$ cat src/rtl/valcop_pkg.sv
package valcop_pkg;

  localparam int unsigned INSTR_W = 32;

  // Instruction field positions decoded by the block
  localparam int unsigned XFER_LSB = 16;
  localparam int unsigned MEM_LSB  = 12;
  localparam int unsigned CNT_LSB  = 0;
  localparam int unsigned OP_LSB   = 20;
  localparam int unsigned LONG_BIT = 22;

  typedef enum logic [2:0] {
    CK_TO_CP   = 3'd0,
    CK_FROM_CP = 3'd1,
    CK_LOAD    = 3'd2,
    CK_STORE   = 3'd3,
    CK_DATAOP  = 3'd4
  } cmd_kind_e;

  typedef enum logic [1:0] {
    RS_DONE = 2'd0,
    RS_INC  = 2'd1,
    RS_BUSY = 2'd2,
    RS_CANT = 2'd3
  } resp_e;

  localparam logic [3:0] OP_WAIT    = 4'd0;
  localparam logic [3:0] OP_FIQ_SET = 4'd1;
  localparam logic [3:0] OP_IRQ_SET = 4'd2;
  localparam logic [3:0] OP_FIQ_CLR = 4'd3;
  localparam logic [3:0] OP_IRQ_CLR = 4'd4;
  localparam logic [3:0] OP_STAMP   = 4'd5;

endpackage

$ cat src/rtl/valcop_regfile.sv
// Shared register file: one write port, two asynchronous read ports
// (transfer data and count operand), small enough for distributed RAM.
module valcop_regfile #(
  parameter int unsigned W     = 32,
  parameter int unsigned DEPTH = 16,
  parameter int unsigned AW    = 4
) (
  input  logic          clk,
  input  logic          we,
  input  logic [AW-1:0] waddr,
  input  logic [W-1:0]  wdata,
  input  logic [AW-1:0] raddr_a,
  output logic [W-1:0]  rdata_a,
  input  logic [AW-1:0] raddr_b,
  output logic [W-1:0]  rdata_b
);

  logic [W-1:0] mem [DEPTH];

  always_ff @(posedge clk) begin
    if (we) begin
      mem[waddr] <= wdata;
    end
  end

  assign rdata_a = mem[raddr_a];
  assign rdata_b = mem[raddr_b];

endmodule

$ cat src/rtl/valcop_wait.sv
// Busy-wait engine: after a start with a non-zero count it stays busy
// for that many further cycles; 'last' marks the final busy cycle.
module valcop_wait #(
  parameter int unsigned CNT_W = 32
) (
  input  logic             clk,
  input  logic             rst,
  input  logic             start,
  input  logic [CNT_W-1:0] count,
  output logic             busy,
  output logic             last
);

  logic [CNT_W-1:0] left;

  always_ff @(posedge clk) begin
    if (rst) begin
      busy <= 1'b0;
      left <= '0;
    end else if (start && (count != '0)) begin
      busy <= 1'b1;
      left <= count;
    end else if (busy) begin
      left <= left - 1'b1;
      if (left == CNT_W'(1)) begin
        busy <= 1'b0;
      end
    end
  end

  assign last = busy && (left == CNT_W'(1));

endmodule

$ cat src/rtl/valcop_irq_timer.sv
// One delayed interrupt channel: arm loads a countdown (zero fires at
// once), clear raises the line without touching a pending countdown.
module valcop_irq_timer #(
  parameter int unsigned CNT_W = 32
) (
  input  logic             clk,
  input  logic             rst,
  input  logic             arm,
  input  logic [CNT_W-1:0] count,
  input  logic             clear,
  output logic             line_n
);

  logic [CNT_W-1:0] left;
  logic             pending;

  always_ff @(posedge clk) begin
    if (rst) begin
      left    <= '0;
      pending <= 1'b0;
      line_n  <= 1'b1;
    end else begin
      if (arm) begin
        if (count == '0) begin
          pending <= 1'b0;
          line_n  <= 1'b0;
        end else begin
          pending <= 1'b1;
          left    <= count;
        end
      end else if (pending) begin
        left <= left - 1'b1;
        if (left == CNT_W'(1)) begin
          pending <= 1'b0;
          line_n  <= 1'b0;
        end
      end
      if (clear) begin
        line_n <= 1'b1;
      end
    end
  end

endmodule

$ cat src/rtl/valcop_top.sv
module valcop_top
  import valcop_pkg::*;
#(
  parameter int unsigned DATA_W      = 32,
  parameter int unsigned REG_CNT     = 16,
  parameter int unsigned BURST_BEATS = 5,
  parameter logic [3:0]  CP_A        = 4'd4,
  parameter logic [3:0]  CP_B        = 4'd5
) (
  input  logic               clk,
  input  logic               rst,
  input  logic               cmd_valid,
  input  logic [3:0]         cmd_cp,
  input  logic [2:0]         cmd_kind,
  input  logic [INSTR_W-1:0] cmd_instr,
  input  logic [DATA_W-1:0]  cmd_wdata,
  input  logic               beat_valid,
  input  logic [DATA_W-1:0]  beat_wdata,
  output logic               resp_valid,
  output logic [1:0]         resp_code,
  output logic [DATA_W-1:0]  resp_rdata,
  output logic               fiq_n,
  output logic               irq_n
);

  localparam int unsigned IDX_W    = $clog2(REG_CNT);
  localparam int unsigned BEAT_W   = (BURST_BEATS > 1) ? $clog2(BURST_BEATS) : 1;
  localparam int unsigned N_TIMERS = 2;
  localparam logic [BEAT_W-1:0] LAST_BEAT = BEAT_W'(BURST_BEATS - 1);

  // ---------------------------------------------------------------
  // Command decode
  // ---------------------------------------------------------------
  cmd_kind_e        kind;
  logic             hit_a, hit_b, accept;
  logic [3:0]       opcode;
  logic [IDX_W-1:0] xfer_idx, mem_idx, cnt_idx;
  logic             unused_instr;

  assign kind     = cmd_kind_e'(cmd_kind);
  assign hit_a    = (cmd_cp == CP_A);
  assign hit_b    = (cmd_cp == CP_B);
  assign opcode   = cmd_instr[OP_LSB +: 4];
  assign xfer_idx = cmd_instr[XFER_LSB +: IDX_W];
  assign mem_idx  = cmd_instr[MEM_LSB +: IDX_W];
  assign cnt_idx  = cmd_instr[CNT_LSB +: IDX_W];
  assign unused_instr = ^{cmd_instr[31:24], cmd_instr[11:4]};

  // ---------------------------------------------------------------
  // State and internal nets
  // ---------------------------------------------------------------
  logic [DATA_W-1:0]   cyc_cnt;
  logic                wait_busy, wait_last, wait_start;
  logic [N_TIMERS-1:0] t_arm, t_clr, t_line_n;

  logic                rf_we;
  logic [IDX_W-1:0]    rf_waddr, rf_raddr_a;
  logic [DATA_W-1:0]   rf_wdata, rf_rdata_a, count_val;

  logic                ls_open, ls_load, ls_long;
  logic [IDX_W-1:0]    ls_idx;
  logic [BEAT_W-1:0]   beat_cnt;
  logic                ls_set, beat_take, beat_final;

  logic                nx_valid;
  resp_e               nx_code;
  logic [DATA_W-1:0]   nx_rdata;

  assign accept     = cmd_valid && !wait_busy && (hit_a || hit_b);
  assign beat_final = !ls_long || (beat_cnt == LAST_BEAT);

  // ---------------------------------------------------------------
  // Register file
  // ---------------------------------------------------------------
  valcop_regfile #(
    .W    (DATA_W),
    .DEPTH(REG_CNT),
    .AW   (IDX_W)
  ) u_regfile (
    .clk    (clk),
    .we     (rf_we),
    .waddr  (rf_waddr),
    .wdata  (rf_wdata),
    .raddr_a(rf_raddr_a),
    .rdata_a(rf_rdata_a),
    .raddr_b(cnt_idx),
    .rdata_b(count_val)
  );

  // ---------------------------------------------------------------
  // Busy-wait engine and interrupt channels (0 = fast, 1 = normal)
  // ---------------------------------------------------------------
  valcop_wait #(.CNT_W(DATA_W)) u_wait (
    .clk  (clk),
    .rst  (rst),
    .start(wait_start),
    .count(count_val),
    .busy (wait_busy),
    .last (wait_last)
  );

  for (genvar g = 0; g < N_TIMERS; g++) begin : g_tmr
    valcop_irq_timer #(.CNT_W(DATA_W)) u_tmr (
      .clk   (clk),
      .rst   (rst),
      .arm   (t_arm[g]),
      .count (count_val),
      .clear (t_clr[g]),
      .line_n(t_line_n[g])
    );
  end

  assign fiq_n = t_line_n[0];
  assign irq_n = t_line_n[1];

  // ---------------------------------------------------------------
  // Response and side-effect selection
  // ---------------------------------------------------------------
  always_comb begin
    nx_valid   = 1'b0;
    nx_code    = RS_DONE;
    nx_rdata   = '0;
    rf_we      = 1'b0;
    rf_waddr   = xfer_idx;
    rf_wdata   = cmd_wdata;
    rf_raddr_a = accept ? xfer_idx : ls_idx;
    wait_start = 1'b0;
    t_arm      = '0;
    t_clr      = '0;
    ls_set     = 1'b0;
    beat_take  = 1'b0;

    if (wait_busy) begin
      nx_valid = 1'b1;
      nx_code  = wait_last ? RS_DONE : RS_BUSY;
    end else if (accept) begin
      nx_valid = 1'b1;
      case (kind)
        CK_TO_CP:   rf_we = 1'b1;
        CK_FROM_CP: nx_rdata = rf_rdata_a;
        CK_LOAD, CK_STORE: begin
          if (hit_a) begin
            ls_set = 1'b1;
          end else begin
            nx_code = RS_CANT;
          end
        end
        CK_DATAOP: begin
          if (opcode == OP_WAIT) begin
            wait_start = 1'b1;
            nx_code    = (count_val == '0) ? RS_DONE : RS_BUSY;
          end else if (!hit_a) begin
            case (opcode)
              OP_FIQ_SET: t_arm[0] = 1'b1;
              OP_IRQ_SET: t_arm[1] = 1'b1;
              OP_FIQ_CLR: t_clr[0] = 1'b1;
              OP_IRQ_CLR: t_clr[1] = 1'b1;
              OP_STAMP: begin
                rf_we    = 1'b1;
                rf_waddr = cnt_idx;
                rf_wdata = cyc_cnt;
              end
              default: nx_code = RS_CANT;
            endcase
          end else begin
            nx_code = RS_CANT;
          end
        end
        default: nx_code = RS_CANT;
      endcase
    end else if (beat_valid && ls_open) begin
      nx_valid  = 1'b1;
      beat_take = 1'b1;
      nx_code   = beat_final ? RS_DONE : RS_INC;
      if (ls_load) begin
        rf_we    = 1'b1;
        rf_waddr = ls_idx;
        rf_wdata = beat_wdata;
      end else begin
        nx_rdata = rf_rdata_a;
      end
    end
  end

  // ---------------------------------------------------------------
  // Registered outputs, cycle counter, transfer tracking
  // ---------------------------------------------------------------
  always_ff @(posedge clk) begin
    if (rst) begin
      resp_valid <= 1'b0;
      resp_code  <= RS_DONE;
      resp_rdata <= '0;
      cyc_cnt    <= '0;
      ls_open    <= 1'b0;
      ls_load    <= 1'b0;
      ls_long    <= 1'b0;
      ls_idx     <= '0;
      beat_cnt   <= '0;
    end else begin
      resp_valid <= nx_valid;
      resp_code  <= nx_code;
      resp_rdata <= nx_rdata;
      cyc_cnt    <= cyc_cnt + 1'b1;
      if (ls_set) begin
        ls_open  <= 1'b1;
        ls_load  <= (kind == CK_LOAD);
        ls_long  <= cmd_instr[LONG_BIT];
        ls_idx   <= mem_idx;
        beat_cnt <= '0;
      end else if (beat_take) begin
        beat_cnt <= beat_cnt + 1'b1;
        if (beat_final) begin
          ls_open <= 1'b0;
        end
      end
    end
  end

endmodule

$ cat config.mk
export PLATFORM = sky130hd
export DESIGN_NAME = valcop_top
export DESIGN_NICKNAME = d
export VERILOG_FILES = /design/src/rtl/valcop_pkg.sv /design/src/rtl/valcop_regfile.sv /design/src/rtl/valcop_wait.sv /design/src/rtl/valcop_irq_timer.sv /design/src/rtl/valcop_top.sv
export SDC_FILE = /design/constraint.sdc
export NUM_CORES = 1
export LEC_CHECK = 0
export BUFFER_PORTS_ARGS = -buffer_cell sky130_fd_sc_hd__buf_2
export CORE_AREA = 2 2 230 232
export CTS_BUF_LIST = sky130_fd_sc_hd__clkbuf_4 sky130_fd_sc_hd__clkbuf_8 sky130_fd_sc_hd__clkbuf_16
export CTS_CLUSTER_SIZE = 30
export DETAILED_ROUTE_END_ITERATION = 7
export DIE_AREA = 0 0 232 234
export PLACE_DENSITY_LB_ADDON = 0.25
export SETUP_SLACK_MARGIN = 0.5
export SKIP_CTS_REPAIR_TIMING = 1
export SLEW_MARGIN = 20
export SYNTH_ARGS = -nofsm -noshare
export SYNTH_HDL_FRONTEND = slang
export SYNTH_HIERARCHICAL = 1
export SYNTH_SLANG_ARGS = --single-unit
$ cat constraint.sdc
create_clock -name clk -period 13.1 [get_ports clk]
set_input_delay 2.62 -clock clk [delete_from_list [all_inputs] [get_ports clk]]
set_output_delay 2.62 -clock clk [all_outputs]
set_load 0.005 [all_outputs]
-- After elaboration in Yosys (flattened, before gate mapping)
Memory sizes are Yosys's and may differ from the RTL's.
Index checks and enable logic that the tools add are counted.
- add/subtract/negate cells: 5
- equality and inequality tests: 19
- mux-type cells: 96
- reduce and logical (&&, ||, !) cells: 32
- operators by type and width (cell ; count):
    $mux 32 ; 19
    $eq 32x1->1 const B ; 3
    $sub 32x1->32 const B ; 3
    $mux 1 ; 48
    $mux 2 ; 18
    $mux 4 ; 9
    $add 32x1->32 const B ; 1
    $logic_not 32->1 ; 1
    $reduce_bool 32->1 ; 1
    $eq 4x3->1 const B ; 4
    $reduce_bool 2->1 ; 7
    $reduce_or 2->1 ; 6
    $eq 4x2->1 const B ; 2
    $eq 3x2->1 const B ; 2
    $eq 3x3->1 const B ; 2
    $pmux 2 s3 ; 1
    $reduce_and 2->1 ; 3
    $reduce_and 3->1 ; 2
    $logic_and 1x1->1 ; 5
    $reduce_or 5->1 ; 1
    $eq 4x1->1 const B ; 1
    $logic_not 4->1 ; 1
    $ne 2x1->1 const B ; 2
    $ne 2x2->1 const B ; 2
    6 further kinds ; 8
- register bits: 178
- memory bits (writable): 512
- input port bits: 107
- output and inout port bits: 37
- memories kept: 1
- memories (name ; depth ; bits a word ; rd ports ; clocked after Yosys merged registers in ; write ports ; line ; RTL):
    u_regfile.mem ; 16 ; 32 ; 2 ; 0 ; 1 ; valcop_regfile.sv:18 ; logic [W-1:0] mem [DEPTH];

-- Longest topological paths before layout
- depth after elaboration: 9
- mapped depth: 12
- gate-level depth less buffers: 9

-- Cells and area by module
The synthesis kept the hierarchy.
- modules (own cells, without submodules) (module ; times used ; cells an instance ; area an instance (um^2) ; sequential area each (um^2)):
    valcop_regfile ; 1 ; 1077 ; 22922.0 ; 15374.7
    valcop_irq_timer ; 2 ; 333 ; 2347.3 ; 680.7
    valcop_top ; 1 ; 481 ; 3883.7 ; 1541.5
    valcop_wait ; 1 ; 229 ; 1941.9 ; 660.6

-- Worst setup path after synthesis
No wires, ideal clock.
- kind: input-to-reg
- from: input cmd_cp[0]
- to: memory u_regfile.mem[0][0] (enable)
- arrival time: 6488 ps
- slack: 6151 ps
- cell stages on the path: 7
- cells stage by stage: or4b_1 buf_2 nand4_1 a21oi_1 o221a_2 or3b_2 nor3_1
- RTL lines (what ; line ; RTL):
    from (decl) ; valcop_top.sv:13 ; input logic [3:0] cmd_cp,
    $eq 4x3->1 ; valcop_top.sv:41 ; assign hit_a = (cmd_cp == CP_A);
    $mux 4 ; valcop_top.sv:152 ; end else if (!hit_a) begin
    $mux 4 ; valcop_top.sv:149 ; if (opcode == OP_WAIT) begin
    $mux 4 ; valcop_top.sv:138 ; case (kind)
    $mux 4 * ; valcop_top.sv:136 ; end else if (accept) begin
    $mux 4 * ; valcop_top.sv:133 ; if (wait_busy) begin
    via rf_waddr[2] ; valcop_top.sv:57 ; logic [IDX_W-1:0] rf_waddr, rf_raddr_a;
    to (decl) ; valcop_regfile.sv:18 ;
Mark *: on every way through the listed nets, which the timed path passes. The rest lies on a longest branch.

-- Worst setup path in the final report
- from: input cmd_instr[0]
- to: register u_wait.left[19]
- word-level cells in the longest chain between the ends: 4
- ends and longest elaborated chain (what ; line ; RTL):
    from (decl) ; valcop_top.sv:15 ; input logic [INSTR_W-1:0] cmd_instr,
    $mem_v2 16x32 * ; n/a ;
    via count_val[13] ; valcop_top.sv:58 ; logic [DATA_W-1:0] rf_wdata, rf_rdata_a, count_val;
    $reduce_bool 32->1 * ; valcop_wait.sv:20 ; end else if (start && (count != '0)) begin
    $logic_and 1x1->1 * ; valcop_wait.sv:20 ;
    $mux 32 / $reduce_bool 2->1 (equally long branches) ; n/a ;
    to (signal assigned) ; valcop_wait.sv:22 ; left <= count;
    to (signal assigned) ; valcop_wait.sv:24 ; left <= left - 1'b1;
    to (decl) ; valcop_wait.sv:14 ; logic [CNT_W-1:0] left;
Marks and branches as above.
A chain may end at the register's enable or synchronous reset.

==> reports/metrics.csv <==
stage,metric,value,unit
worst_hold_path,Hold Crit Class,flip-flop to flip-flop,
logic_synthesis,Post-synth EDFFs,512,
clock_network,worst-case clock buffer depth,3,
logic_synthesis,Synth Instances,2453,
route,routed vias/inst,7.52,
route,DR DRC count,0,
clock_network,"CTS clk-pin slew, worst paths",0.06,ns
finish,area of the multi-input gates,13700,sq um
logic_synthesis,Post-Syn Nets,2569,
power,Pwr Density,127,nW/um^2
worst_setup_path,Reg2Reg Depth,9,
clock_network,clk_lat worst skew,0.63,ns
timing,fmax,0.143,GHz
route,via count,24600,
logic_synthesis,"count leader, synth",edfxtp_1,
logic_synthesis,Area contributors post-synth,"edfxtp_1 (46%), mux4_2 (17%), dfxtp_1 (11%)",
clock_network,CTS Root Cell,clkbuf_16,
logic_synthesis,Synth Warn #,6,
logic_synthesis,Yosys top cell by area,edfxtp_1,
route,drt wl/cell,31.8,microns
power,maximum VDD drop,0.118,mV
timing,final hold violation count,0,
power,Leak,12.3,nW
logic_synthesis,library cells used by synthesis,80,
placement,hpwl dp,57.1,mm
floorplan,Die ar.,54300,sq um
grt,global-route usage over all layers,38.7,%
placement,# port buffers,127,
logic_synthesis,Synth Flop Type,edfxtp_1,
timing,post-route setup TNS,0,ns
grt,total grt overflow,0,
clock_network,TritonCTS clock tree,yes,
finish,fin util,71.4,%
clock_network,# clock sinks,690,
timing,period utilisation layout,53.2,%
finish,# fillers,3346,
floorplan,initial core utilization,64.3,%
route,Routed Antenna Nets,0,
timing,Slew HR,22.5,%
grt,vias in the first global route,24100,
logic_synthesis,"flops & latches, synth",690,
worst_setup_path,CP Data Required Time,13.58,ns
timing,Worst Skew,0.0208,ns
worst_setup_path,flop2flop setup slack,8.60,ns
clock_network,total CTS buffers,74,
finish,fin nets,2639,
floorplan,# IOs,144,
worst_setup_path,RR Endpoint,resp_rdata[2],
logic_synthesis,Post-synth top cells,"edfxtp_1 (512), mux4_2 (256), nand2_1 (195), dfxtp_1 (178), a22oi_1 (132)",
grt,largest net degree at the start of global routing,85,
worst_setup_path,Worst setup SP type,input port,
logic_synthesis,fraction of registers with async set or reset after synthesis,0,%
floorplan,Die Wd,232,microns
worst_hold_path,hold path depth,2,
route,iteration-0 DRC count of the detailed router,3925,
timing,max-slew violations,0,
placement,placed instance count,3135,
status,outcome,finished clean,
floorplan,Die Span Y,234,microns
worst_setup_path,RR Startpoint,u_wait/busy,
timing,# setup viols final,0,
clock_network,Max H-tree Level,3,
finish,Post-Layout Cell Count,3272,
logic_synthesis,sequential share of the synthesized area,56.6,%
placement,GP Congestion,0.943,
grt,first-pass GRT wire length,153,mm
timing,Hold Slack,0.476,ns
timing,Worst-Margin Slew,1.16,ns
timing,RSZ-0062 raised after global routing,no,
route,Routed WL,104,mm
grt,initial antenna violation count,1,
finish,Area Overhead vs Synth,11.1,%
logic_synthesis,share of the synthesized area in the top cell type,46.0,%
logic_synthesis,Mapped Area,33400,sq um
floorplan,Site Rows,84,
worst_setup_path,CP startpoint,cmd_instr[0],
finish,register area,18900,sq um
power,Final Power,4.71,mW
worst_setup_path,WS Path Type,input port to flip-flop,
logic_synthesis,synthesized area per cell,13.6,sq um
worst_setup_path,WP data arrival,7.45,ns
route,drt pass-1 iters,6,
floorplan,Core Box Area,52000,sq um
timing,"Min Clock Period, post-route",6.97,ns
finish,proportion of layout cells with a drive suffix above 1,25.2,%
worst_setup_path,worst-path maximum fanout,51,
worst_setup_path,worst setup path end,u_wait/left[19],
run,Max Cap Viol,0,
worst_setup_path,crit end category,flip-flop,
-- placed cells by master, fill, tap and decap left out, types with 32 or more instances in the layout --
master     count
edfxtp_1     512
nand4_1       33
nor4_1        58
o22ai_1       32
clkbuf_16     76
buf_4         48
a22oi_1      132
buf_2        124
nand3_1       42
dfxtp_1      178
nor2_1       115
nand2_1      193
mux4_2       256
o21ai_0       79
and2_1        40
a21oi_1      103
inv_1         54
nor3_1        54
-- registers in the layout, indices dropped and copies added, names as in the netlist --
signal / cells
g_tmr.u_tmr/line_n: 2
ls_idx: 4
resp_rdata: 32
beat_cnt: 3
u_regfile/mem: 512
resp_valid: 1
u_wait/busy: 1
g_tmr.u_tmr/pending: 2
resp_code: 2
ls_long: 1
ls_load: 1
g_tmr.u_tmr/left: 64
ls_open: 1
cyc_cnt: 32
u_wait/left: 32
-- how the worst min path moves through the flow --
stage                             from                 endpoint
6_report       g_tmr[1].u_tmr/left[29]  g_tmr[1].u_tmr/left[29]
5_1_grt        g_tmr[1].u_tmr/left[29]  g_tmr[1].u_tmr/left[29]
4_1_cts        g_tmr[1].u_tmr/left[29]  g_tmr[1].u_tmr/left[29]
3_5_place_dp   g_tmr[1].u_tmr/left[29]  g_tmr[1].u_tmr/left[29]
3_3_place_gp     g_tmr[1].u_tmr/line_n    g_tmr[1].u_tmr/line_n
2_1_floorplan  g_tmr[0].u_tmr/left[12]  g_tmr[0].u_tmr/left[12]
-- per-stage QoR --
stage	setup WS, ns	cell area (sq um)
after floorplan	6.15	33400
after global placement	5.82	34600
after detailed placement	5.66	34600
after CTS	6.26	37100
after global routing	5.84	37200
final	6.13	37200
-- report_power, final --
part	leakage, nW	switching, mW	internal, mW
Combinational	5.00	0.177	0.0847
Sequential	6.03	0.00234	2.35
Clock	1.23	0.881	1.22
-- layout make-up --
cell class	instances	share of cell area [%]
flip-flops and latches	690	51.0
multi-input cells	1529	36.9
clock buffers	96	5.64
repair buffers	173	2.68
well taps	688	2.32
clock inverters	40	0.906
inverters	55	0.556
diodes	1	0.00673
-- routing by layer --
| metal | vias up | wire length (microns) | GRT usage, % |
|---|---|---|---|
| met1 | 12200 | 35000 | 49.5 |
| met2 | 1978 | 48300 | 60.3 |
| met3 | 442 | 13200 | 9.14 |
| met4 | 2 | 7500 | 24.3 |
| li1 | 9997 | - | - |
| met5 | - | 13 | 0 |
-- kinds of logic (layout without fill, tap and decap cells) --
family          after synthesis  count (layout)  share of synthesized area (%)
buf+inv                     234             364                           3.21
other cells                   0               1                              0
simple gates                698             698                           11.0
compound gates              513             513                           10.2
mux                         268             268                           17.6
fa+ha+maj                     9               9                          0.337
flops                       690             690                           56.6
xor+xnor                     41              41                           1.07
-- worst max-delay path: stages --
cell and delay (ns):
clkbuf_8 0.47, buf_4 0.80, mux4_2 0.60, a22oi_1 0.26, nand2_1 0.47, nor4_1 0.46
nand4_1 0.22, o21ai_4 0.40, buf_4 0.52, nor2_1 0.09, a2111oi_0 0.42
(Power assumes the default switching activity.)
